### config.mk
export PLATFORM = sky130hd
export DESIGN_NAME = rail_reset_seq
export DESIGN_NICKNAME = d
export VERILOG_FILES = /design/src/rtl/rstsup_pkg.sv /design/src/rtl/rstsup_sync.sv /design/src/rtl/rstsup_rail.sv /design/src/rtl/rstsup_seq.sv /design/src/rtl/rail_reset_seq.sv
export SDC_FILE = /design/constraint.sdc
export NUM_CORES = 1
export LEC_CHECK = 0
export ABC_AREA = 1
export BUFFER_PORTS_ARGS = -buffer_cell sky130_fd_sc_hd__buf_2
export CORE_MARGIN = 10
export CORE_UTILIZATION = 55
export CTS_BUF_LIST = sky130_fd_sc_hd__clkbuf_4
export CTS_CLUSTER_SIZE = 24
export DETAILED_ROUTE_END_ITERATION = 10
export GPL_ROUTABILITY_DRIVEN = 0
export PLACE_DENSITY = 0.71
export SLEW_MARGIN = 20
export SYNTH_ARGS = -nofsm -noshare
export SYNTH_HDL_FRONTEND = slang
export SYNTH_HIERARCHICAL = 1
export SYNTH_SLANG_ARGS = --single-unit
### constraint.sdc
create_clock -name clk -period 3.8 [get_ports clk]
set_clock_uncertainty 0.05 [all_clocks]
set_input_delay 0.38 -clock clk [delete_from_list [all_inputs] [get_ports clk]]
set_output_delay 0.38 -clock clk [all_outputs]
set_load 0.01 [all_outputs]
### src/rtl/rstsup_pkg.sv
package rstsup_pkg;

    // Sequencer states: reset held, release countdown, reset released
    typedef enum logic [1:0] {
        SEQ_HOLD  = 2'd0,
        SEQ_DELAY = 2'd1,
        SEQ_DONE  = 2'd2
    } seq_state_e;

    // Per-rail qualification state
    typedef enum logic {
        RAIL_BAD  = 1'b0,
        RAIL_GOOD = 1'b1
    } rail_state_e;

    // Width of a counter that must hold values 0 .. n-1
    function automatic int unsigned cnt_width(input int unsigned n);
        return (n > 1) ? $clog2(n) : 1;
    endfunction

endpackage

### src/rtl/rstsup_sync.sv
module rstsup_sync #(
    parameter int unsigned    WIDTH   = 1,
    parameter logic [WIDTH-1:0] RST_VAL = '0
) (
    input  logic             clk,
    input  logic             rst_n,
    input  logic [WIDTH-1:0] async_i,
    output logic [WIDTH-1:0] sync_o
);

    logic [WIDTH-1:0] stage1_q;
    logic [WIDTH-1:0] stage2_q;

    always_ff @(posedge clk or negedge rst_n) begin
        if (!rst_n) begin
            stage1_q <= RST_VAL;
            stage2_q <= RST_VAL;
        end else begin
            stage1_q <= async_i;
            stage2_q <= stage1_q;
        end
    end

    assign sync_o = stage2_q;

endmodule

### src/rtl/rstsup_rail.sv
module rstsup_rail
    import rstsup_pkg::*;
#(
    parameter int unsigned FILT_CYC = 300
) (
    input  logic clk,
    input  logic rst_n,
    input  logic rise_i,
    input  logic fall_i,
    output logic good_o
);

    localparam int unsigned        FCNT_W    = cnt_width(FILT_CYC);
    localparam logic [FCNT_W-1:0]  FCNT_LAST = FCNT_W'(FILT_CYC - 1);

    rail_state_e       state_q, state_d;
    logic [FCNT_W-1:0] fcnt_q, fcnt_d;

    // State register
    always_ff @(posedge clk or negedge rst_n) begin
        if (!rst_n) begin
            state_q <= RAIL_BAD;
            fcnt_q  <= '0;
        end else begin
            state_q <= state_d;
            fcnt_q  <= fcnt_d;
        end
    end

    // Next state and glitch-reject counter
    always_comb begin
        state_d = state_q;
        fcnt_d  = '0;
        unique case (state_q)
            RAIL_BAD: begin
                if (rise_i) begin
                    state_d = RAIL_GOOD;            // rail_arm
                end
            end
            RAIL_GOOD: begin
                if (fall_i) begin
                    if (fcnt_q == FCNT_LAST) begin
                        state_d = RAIL_BAD;         // rail_trip
                    end else begin
                        fcnt_d = fcnt_q + 1'b1;
                    end
                end
            end
            default: state_d = RAIL_BAD;
        endcase
    end

    // Output
    always_comb begin
        good_o = (state_q == RAIL_GOOD);
    end

    AST_RAIL_ARM: assert property (@(posedge clk) disable iff (!rst_n)
        (!good_o && rise_i) |=> good_o);
    AST_RAIL_KEEP: assert property (@(posedge clk) disable iff (!rst_n)
        (!rise_i && !fall_i) |=> (good_o == $past(good_o)));
    AST_RAIL_FILTER: assert property (@(posedge clk) disable iff (!rst_n)
        (good_o && !fall_i) |=> good_o);
    AST_RAIL_TRIP_CNT: assert property (@(posedge clk) disable iff (!rst_n)
        $fell(good_o) |-> ($past(fcnt_q) == FCNT_LAST));

endmodule

### src/rtl/rstsup_seq.sv
module rstsup_seq
    import rstsup_pkg::*;
#(
    parameter int unsigned NUM_RAILS   = 3,
    parameter int unsigned TIMEOUT_CYC = 10_000_000
) (
    input  logic                 clk,
    input  logic                 rst_n,
    input  logic [NUM_RAILS-1:0] rail_good_i,
    input  logic                 mr_ok_i,
    output logic                 assert_hi_o,
    output logic                 assert_lo_n_o
);

    localparam int unsigned       CNT_W    = cnt_width(TIMEOUT_CYC);
    localparam logic [CNT_W-1:0]  CNT_LAST = CNT_W'(TIMEOUT_CYC - 1);

    seq_state_e       state_q, state_d;
    logic [CNT_W-1:0] cnt_q, cnt_d;
    logic             all_ok;

    assign all_ok = (&rail_good_i) & mr_ok_i;

    // State register
    always_ff @(posedge clk or negedge rst_n) begin
        if (!rst_n) begin
            state_q <= SEQ_HOLD;
            cnt_q   <= '0;
        end else begin
            state_q <= state_d;
            cnt_q   <= cnt_d;
        end
    end

    // Next state and release counter
    always_comb begin
        state_d = state_q;
        cnt_d   = '0;
        unique case (state_q)
            SEQ_HOLD: begin
                if (all_ok) begin
                    state_d = SEQ_DELAY;            // start
                end
            end
            SEQ_DELAY: begin
                if (!all_ok) begin
                    state_d = SEQ_HOLD;             // abort
                end else if (cnt_q == CNT_LAST) begin
                    state_d = SEQ_DONE;             // expire
                end else begin
                    cnt_d = cnt_q + 1'b1;
                end
            end
            SEQ_DONE: begin
                if (!all_ok) begin
                    state_d = SEQ_HOLD;             // fault
                end
            end
            default: state_d = SEQ_HOLD;
        endcase
    end

    // Outputs
    always_comb begin
        assert_hi_o   = (state_q != SEQ_DONE);
        assert_lo_n_o = (state_q == SEQ_DONE);
    end

    AST_HOLD_RAILS: assert property (@(posedge clk) disable iff (!rst_n)
        !(&rail_good_i) |=> assert_hi_o);
    AST_RELEASE_AFTER_COUNT: assert property (@(posedge clk) disable iff (!rst_n)
        $fell(assert_hi_o) |-> ($past(cnt_q) == CNT_LAST));
    AST_FAULT_IMMEDIATE: assert property (@(posedge clk) disable iff (!rst_n)
        (!assert_hi_o && !all_ok) |=> assert_hi_o);
    AST_MANUAL_FORCE: assert property (@(posedge clk) disable iff (!rst_n)
        !mr_ok_i |=> assert_hi_o);
    AST_COMPLEMENT: assert property (@(posedge clk) disable iff (!rst_n)
        (assert_hi_o != assert_lo_n_o));
    AST_ABORT_CLEARS: assert property (@(posedge clk) disable iff (!rst_n)
        (state_q == SEQ_DELAY && !all_ok) |=> (state_q == SEQ_HOLD && cnt_q == '0));

endmodule

### src/rtl/rail_reset_seq.sv
module rail_reset_seq
    import rstsup_pkg::*;
#(
    parameter int unsigned NUM_RAILS   = 3,
    parameter int unsigned TIMEOUT_CYC = 10_000_000,
    parameter int unsigned FILT_CYC    = 300
) (
    input  logic                 clk,
    input  logic                 por_n,
    input  logic                 mr_n,
    input  logic [NUM_RAILS-1:0] rise_above,
    input  logic [NUM_RAILS-1:0] fall_below,
    output logic                 reset_hi,
    output logic                 reset_lo_n
);

    localparam int unsigned SYNC_W = 2 * NUM_RAILS + 1;

    logic [SYNC_W-1:0]    sync_out;
    logic [NUM_RAILS-1:0] rise_s;
    logic [NUM_RAILS-1:0] fall_s;
    logic                 mr_s;
    logic [NUM_RAILS-1:0] rail_good;

    // Reset value 0 on every bit: manual reset reads as requested, flags idle
    rstsup_sync #(
        .WIDTH   (SYNC_W),
        .RST_VAL ('0)
    ) i_sync (
        .clk     (clk),
        .rst_n   (por_n),
        .async_i ({mr_n, fall_below, rise_above}),
        .sync_o  (sync_out)
    );

    assign rise_s = sync_out[NUM_RAILS-1:0];
    assign fall_s = sync_out[2*NUM_RAILS-1:NUM_RAILS];
    assign mr_s   = sync_out[SYNC_W-1];

    for (genvar g = 0; g < NUM_RAILS; g++) begin : g_rail
        rstsup_rail #(
            .FILT_CYC (FILT_CYC)
        ) i_rail (
            .clk    (clk),
            .rst_n  (por_n),
            .rise_i (rise_s[g]),
            .fall_i (fall_s[g]),
            .good_o (rail_good[g])
        );
    end

    rstsup_seq #(
        .NUM_RAILS   (NUM_RAILS),
        .TIMEOUT_CYC (TIMEOUT_CYC)
    ) i_seq (
        .clk           (clk),
        .rst_n         (por_n),
        .rail_good_i   (rail_good),
        .mr_ok_i       (mr_s),
        .assert_hi_o   (reset_hi),
        .assert_lo_n_o (reset_lo_n)
    );

    AST_POR_ASSERTED: assert property (@(posedge clk)
        !por_n |-> (reset_hi && !reset_lo_n));

endmodule

Word level (Yosys, flattened, before mapping)

Index checks and enable logic that the tools add are counted.

Register bits: 70
Output and inout bits: 2
Logic and storage cells: 60

Add/sub/neg operators: 4
Equality and inequality tests: 10
Multiplexer cells: 29
Bitwise gates (word level): 4
Reductions and logical operators: 3

Operator list:

| cell                    | number |
|---|---|
| $mux W9                 | 9 |
| $mux W24                | 3 |
| $add A9 B1 Y9 const B   | 3 |
| $eq A9 B9 Y1 const B    | 3 |
| $add A24 B1 Y24 const B | 1 |
| $eq A24 B24 Y1 const B  | 1 |
| $mux W1                 | 9 |
| $mux W2                 | 4 |
| $pmux W1 S2             | 3 |
| $pmux W2 S3             | 1 |
| $reduce_and A3 Y1       | 2 |
| $ne A2 B2 Y1 const B    | 2 |
| $ne A3 B3 Y1 const B    | 1 |
| $not A1 Y1              | 3 |
| $eq A2 B1 Y1 const B    | 1 |
| $eq A2 B2 Y1 const B    | 1 |
| $logic_not A2 Y1        | 1 |
| $ne A2 B1 Y1 const B    | 1 |
| $and A1 B1 Y1           | 1 |

Longest topological paths before layout

Depth in word-level cells: 4
Gate-level depth with buffers: 9
Gate-level depth less buffers: 9

Hierarchy

Netlist, hierarchy kept.

Modules (own cells, without submodules):

| module      | instances | cells an instance | area an instance (um^2) |
|---|---|---|---|
| rstsup_rail | 3         | 67                | 520.5 |
| rstsup_seq  | 1         | 202               | 1,485.2 |
| rstsup_sync | 1         | 14                | 350.3 |

Worst setup path before layout

Ideal clock, no wire load.

Kind: reg2reg
From: register i_seq.cnt_q[0]
To: register i_seq.state_q[0]
Arrival: 1.212 ns
Required time: 3.627 ns
Setup slack: 2.414 ns
Cell stages (with the launch flop): 8
Period minus slack after synthesis: 1.386 ns
Cell sequence: dfrtp_1 > ha_1 > nand3_2 > nor2_1 > nand3_2 > nand2_4 > buf_8 > o31ai_2

Word-level cells in the longest chain between the ends: 3

RTL lines:

| item                               | RTL line         | RTL |
|---|---|---|
| start: declaration                 | rstsup_seq.sv:19 | `logic [CNT_W-1:0] cnt_q, cnt_d;` |
| start signal: assignment           | rstsup_seq.sv:31 | `cnt_q <= cnt_d;` |
| $eq A24 B24 Y1                     | rstsup_seq.sv:48 | `end else if (cnt_q == CNT_LAST) begin` |
| $ne A3 B3 Y1 (no source line)      | -                |  |
| $reduce_and A3 Y1 (no source line) | -                |  |
| end signal: assignment             | rstsup_seq.sv:30 | `state_q <= state_d;` |
| end: declaration                   | rstsup_seq.sv:18 | `seq_state_e state_q, state_d;` |

Every way passes these cells.
A chain may end at the register's enable or synchronous reset.

Worst setup path after layout

From: register i_seq.cnt_q[1]
To: register i_seq.cnt_q[23]

Word-level cells in the longest chain between the ends: 4
Elaborated cells between the ends (all ways): 5
Classes of those cells: add/sub (1); eq/ne (1); mux (3)

RTL lines:

| item                                                     | RTL line                           | RTL |
|---|---|---|
| $add A24 B1 Y24 / $eq A24 B24 Y1 (equally long branches) | rstsup_seq.sv:51, rstsup_seq.sv:48 |  |
| $mux W24 (*)                                             | rstsup_seq.sv:48                   |  |
| $mux W24 (*)                                             | rstsup_seq.sv:46                   | `if (!all_ok) begin` |
| $mux W24 (*)                                             | rstsup_seq.sv:39                   | `unique case (state_q)` |
| net i_seq.cnt_d[23]                                      | rstsup_seq.sv:19                   |  |

The timed path passes the listed nets; every way through them passes the cells marked *.

==> flow_metrics.py <==
metrics = {
    "status": {
        "status": "finished, final reports clean",
    },
    "sta": {
        "relSlewSlack": 0.466,
        "max_freq_mhz": 600,
        "tightest_slew_ns": 0.802,
        "whs_ns": 0.0402,
        "setup-violations-final": 0,
        "fin_crit_ns": 1.67,
        "hold_viol": 0,
        "maxSlewViolCount": 0,
        "tns_ns": 0,
        "min_period_over_period": 0.439,
        "rsz0062_at_grt": "false",
    },
    "cells_and_area": {
        "antenna_cells": 0,
        "layout.nets": 458,
        "area_growth_pct": 10.5,
        "drive_gt1_frac": 0.138,
        "utilization": 0.630,
    },
    "grt": {
        "grt_pass1_vias": 2556,
        "antenna_found_initial": 0,
        "top_usage_layer": "met2",
        "gr-total-overflow": 0,
        "grtUsageTotal": 0.140,
        "grt_pass1_wl_mm": 11.5,
        "grtUsageMet3": 0.0405,
        "grt_max_degree": 38,
        "grt_use_met1": 0.189,
        "grt_use_met2": 0.208,
    },
    "synthesis": {
        "syn_avg_cell_area_um2": 8.15,
        "async_reset_ff_frac": 1.00,
        "syn_nets": 430,
        "ys_top_cells_by_area": "dfrtp_1 (52%), nor2_1 (11%), nand2_1 (8.2%)",
        "yosysWarnings": 6,
        "yosysSeqAreaShare": 0.516,
        "synth_flop_cell": "dfrtp_1",
        "syn_area_um2": 3400,
        "synth_top_area_frac": 0.516,
        "yosysTopAreaCell": "dfrtp_1",
        "netlist_instances": 417,
        "yosysUniqueCellTypes": 25,
        "synth-seq-cells": 70,
        "synth_edf_count": 0,
    },
    "setup_path": {
        "start_kind": "flop",
        "arrival_ns": 1.92,
        "cp.required_ns": 4.06,
        "criticalPathCategory": "flop to flop",
        "crit_fanout": 17,
        "end_kind": "flop",
    },
    "cts": {
        "clkTransAtPathRegs_ns": 0.12,
        "root_buffer": "clkbuf_4",
        "post_cts_resized": 0,
        "cts_htree_levels": 3,
        "cts.sinks": 70,
        "cts_tree": "yes",
        "clkLatencyLatePin_ns": 0.42,
        "cts_made_buffers": 9,
        "cts_setup_buffers": 0,
        "cts_max_path_buffers": 2,
    },
    "pwr": {
        "pwr-share-comb": 0.057,
        "internal-power_mw": 1.05,
        "netSwitchingPower_mw": 0.326,
        "ir_drop_mv": 0.309,
        "pwr-share-clk": 0.381,
        "p_seq_frac": 0.562,
        "p_sw_frac": 0.236,
        "p_per_area_nw_per_um2": 368,
        "cellLeakagePower_nw": 1.67,
    },
    "place": {
        "io_buffers": 10,
        "place.detailed.hpwl_mm": 4.64,
    },
    "floorplan": {
        "pin_count": 11,
        "initial_core_util": 0.570,
        "fp-row-count": 28,
        "die_area_um2": 9720,
        "design.core.area_um2": 5960,
        "die_h_um": 98.6,
        "dieWidth_um": 98.6,
    },
    "routing": {
        "first_pass_iters": 6,
        "routed_wl_mm": 6.30,
        "drtIter0Drc": 114,
        "drt.antenna.violating_nets": 0,
        "post_drt_wl_per_cell_um": 12.0,
        "vias_per_cell": 4.99,
        "drcViolationCount": 0,
        "vias": 2616,
    },
    "run": {
        "max_cap_viol_count": 0,
    },
    "worst_hold_path": {
        "hold_path.class": "primary input to flop",
    },
}
timing repair:
item | CTS | global route
hold buffers | 4 | 2
hold endpoints to repair | 9 | 2
endpoints found under the setup margin | 0 | 0
layout by cell type, fill, tap and decap left out, types with 6 or more instances in the layout:
| cell type | Yosys | layout |
|---|---|---|
| a21oi_1 | 12 | 12 |
| buf_2 | 0 | 10 |
| clkbuf_4 | 0 | 9 |
| dfrtp_1 | 70 | 70 |
| dlygate4sd3_1 | 0 | 6 |
| inv_1 | 48 | 48 |
| inv_2 | 8 | 8 |
| nand2_1 | 74 | 74 |
| nand2_2 | 9 | 9 |
| nand3_1 | 38 | 38 |
| nor2_1 | 101 | 101 |
| nor2_2 | 8 | 8 |
| nor3_1 | 8 | 8 |
| xor2_1 | 13 | 13 |
final cells by class:
class,count,area [um^2]
repair buffers,18,125
clock buffers,9,67.6
flip-flops and latches,70,1750
inverters,56,210
multi-input cells,290,1420
fillers,509,2200
well taps,75,93.8
clock inverters,6,86.3
cell usage after synthesis (all sizes together), types with 3 or more instances:
master and n:
ha 4, nor2 113, xor2 13, nor3 8
dfrtp 70, nand2 84, xnor2 4, nand3 42
a21oi 12, inv 56, o21ai 3
critical path: stages, from the launching register on:
cell and delay, ns:
dfrtp_1 0.39, ha_1 0.22, nand3_2 0.15, nor2_1 0.16, nand3_2 0.12, nand2_4 0.20
inv_2 0.12, nand2_1 0.10, nor2_1 0.05
state kept, by name (all words and copies together), names as in the netlist:
register	cells
g_rail.i_rail/fcnt_q	27
i_seq/cnt_q	24
i_sync/stage1_q	7
i_sync/sync_o	7
g_rail.i_rail/good_o	3
i_seq/state_q	2
stage by stage:
stage | std cells | total power, mW | setup slack [ns] | cell area [um^2]
floorplan | 417 | 0.837 | 2.41 | 3400
global route | 524 | 1.45 | 1.94 | 3750
global placement | 503 | 0.864 | 2.18 | 3540
finish | 524 | 1.38 | 2.13 | 3750
detailed placement | 503 | 0.867 | 2.14 | 3540
CTS | 522 | 1.40 | 2.06 | 3730
power by group through the flow:
stage | Clock, mW | Combinational [mW] | Sequential (mW)
2_1_floorplan | 0 | 0.0486 | 0.788
3_5_place_dp | 0 | 0.0757 | 0.791
6_report | 0.526 | 0.0784 | 0.776
4_1_cts | 0.541 | 0.0792 | 0.777
5_1_grt | 0.574 | 0.0928 | 0.780
3_3_place_gp | 0 | 0.0739 | 0.790
routing by layer:
metal / part of all wire / wire, um / vias up
li1: - / - / 1349
met1: 0.50 / 3130 / 1215
met2: 0.45 / 2810 / 43
met3: 0.043 / 274 / 9
met4: 0.014 / 86 / 0
met5: 0 / 0 / -
worst paths after layout:
| kind | slack (ns) | cells after the start | from | to |
|---|---|---|---|---|
| setup reg to reg | 2.13 | 8 | i_seq/cnt_q[1]$_DFF_PN0_ | i_seq/cnt_q[23]$_DFF_PN0_ |
| setup / recovery | 2.13 | 8 | i_seq/cnt_q[1]$_DFF_PN0_ | i_seq/cnt_q[23]$_DFF_PN0_ |
| hold / removal | 0.04 | 1 | fall_below[2] | i_sync/stage1_q[5]$_DFF_PN0_ |
| hold reg to reg | 0.31 | 0 | i_sync/stage1_q[4]$_DFF_PN0_ | i_sync/sync_o[4]$_DFF_PN0_ |
| min in group asynchronous | 0.52 | 2 | por_n | i_sync/sync_o[1]$_DFF_PN0_ |
| max in group asynchronous | 2.15 | 4 | por_n | g_rail[2].i_rail/fcnt_q[7]$_DFF_PN0_ |
cell families after synthesis:
group,after synthesis,synth area share
AO/OA/AOI/OAI,19,0.0317
flip-flops,70,0.516
buffers and inverters,57,0.0663
AND/OR/NAND/NOR,250,0.328
adder cells (fa/ha/maj),4,0.0147
XOR/XNOR,17,0.0438
(Power assumes the default switching activity.)
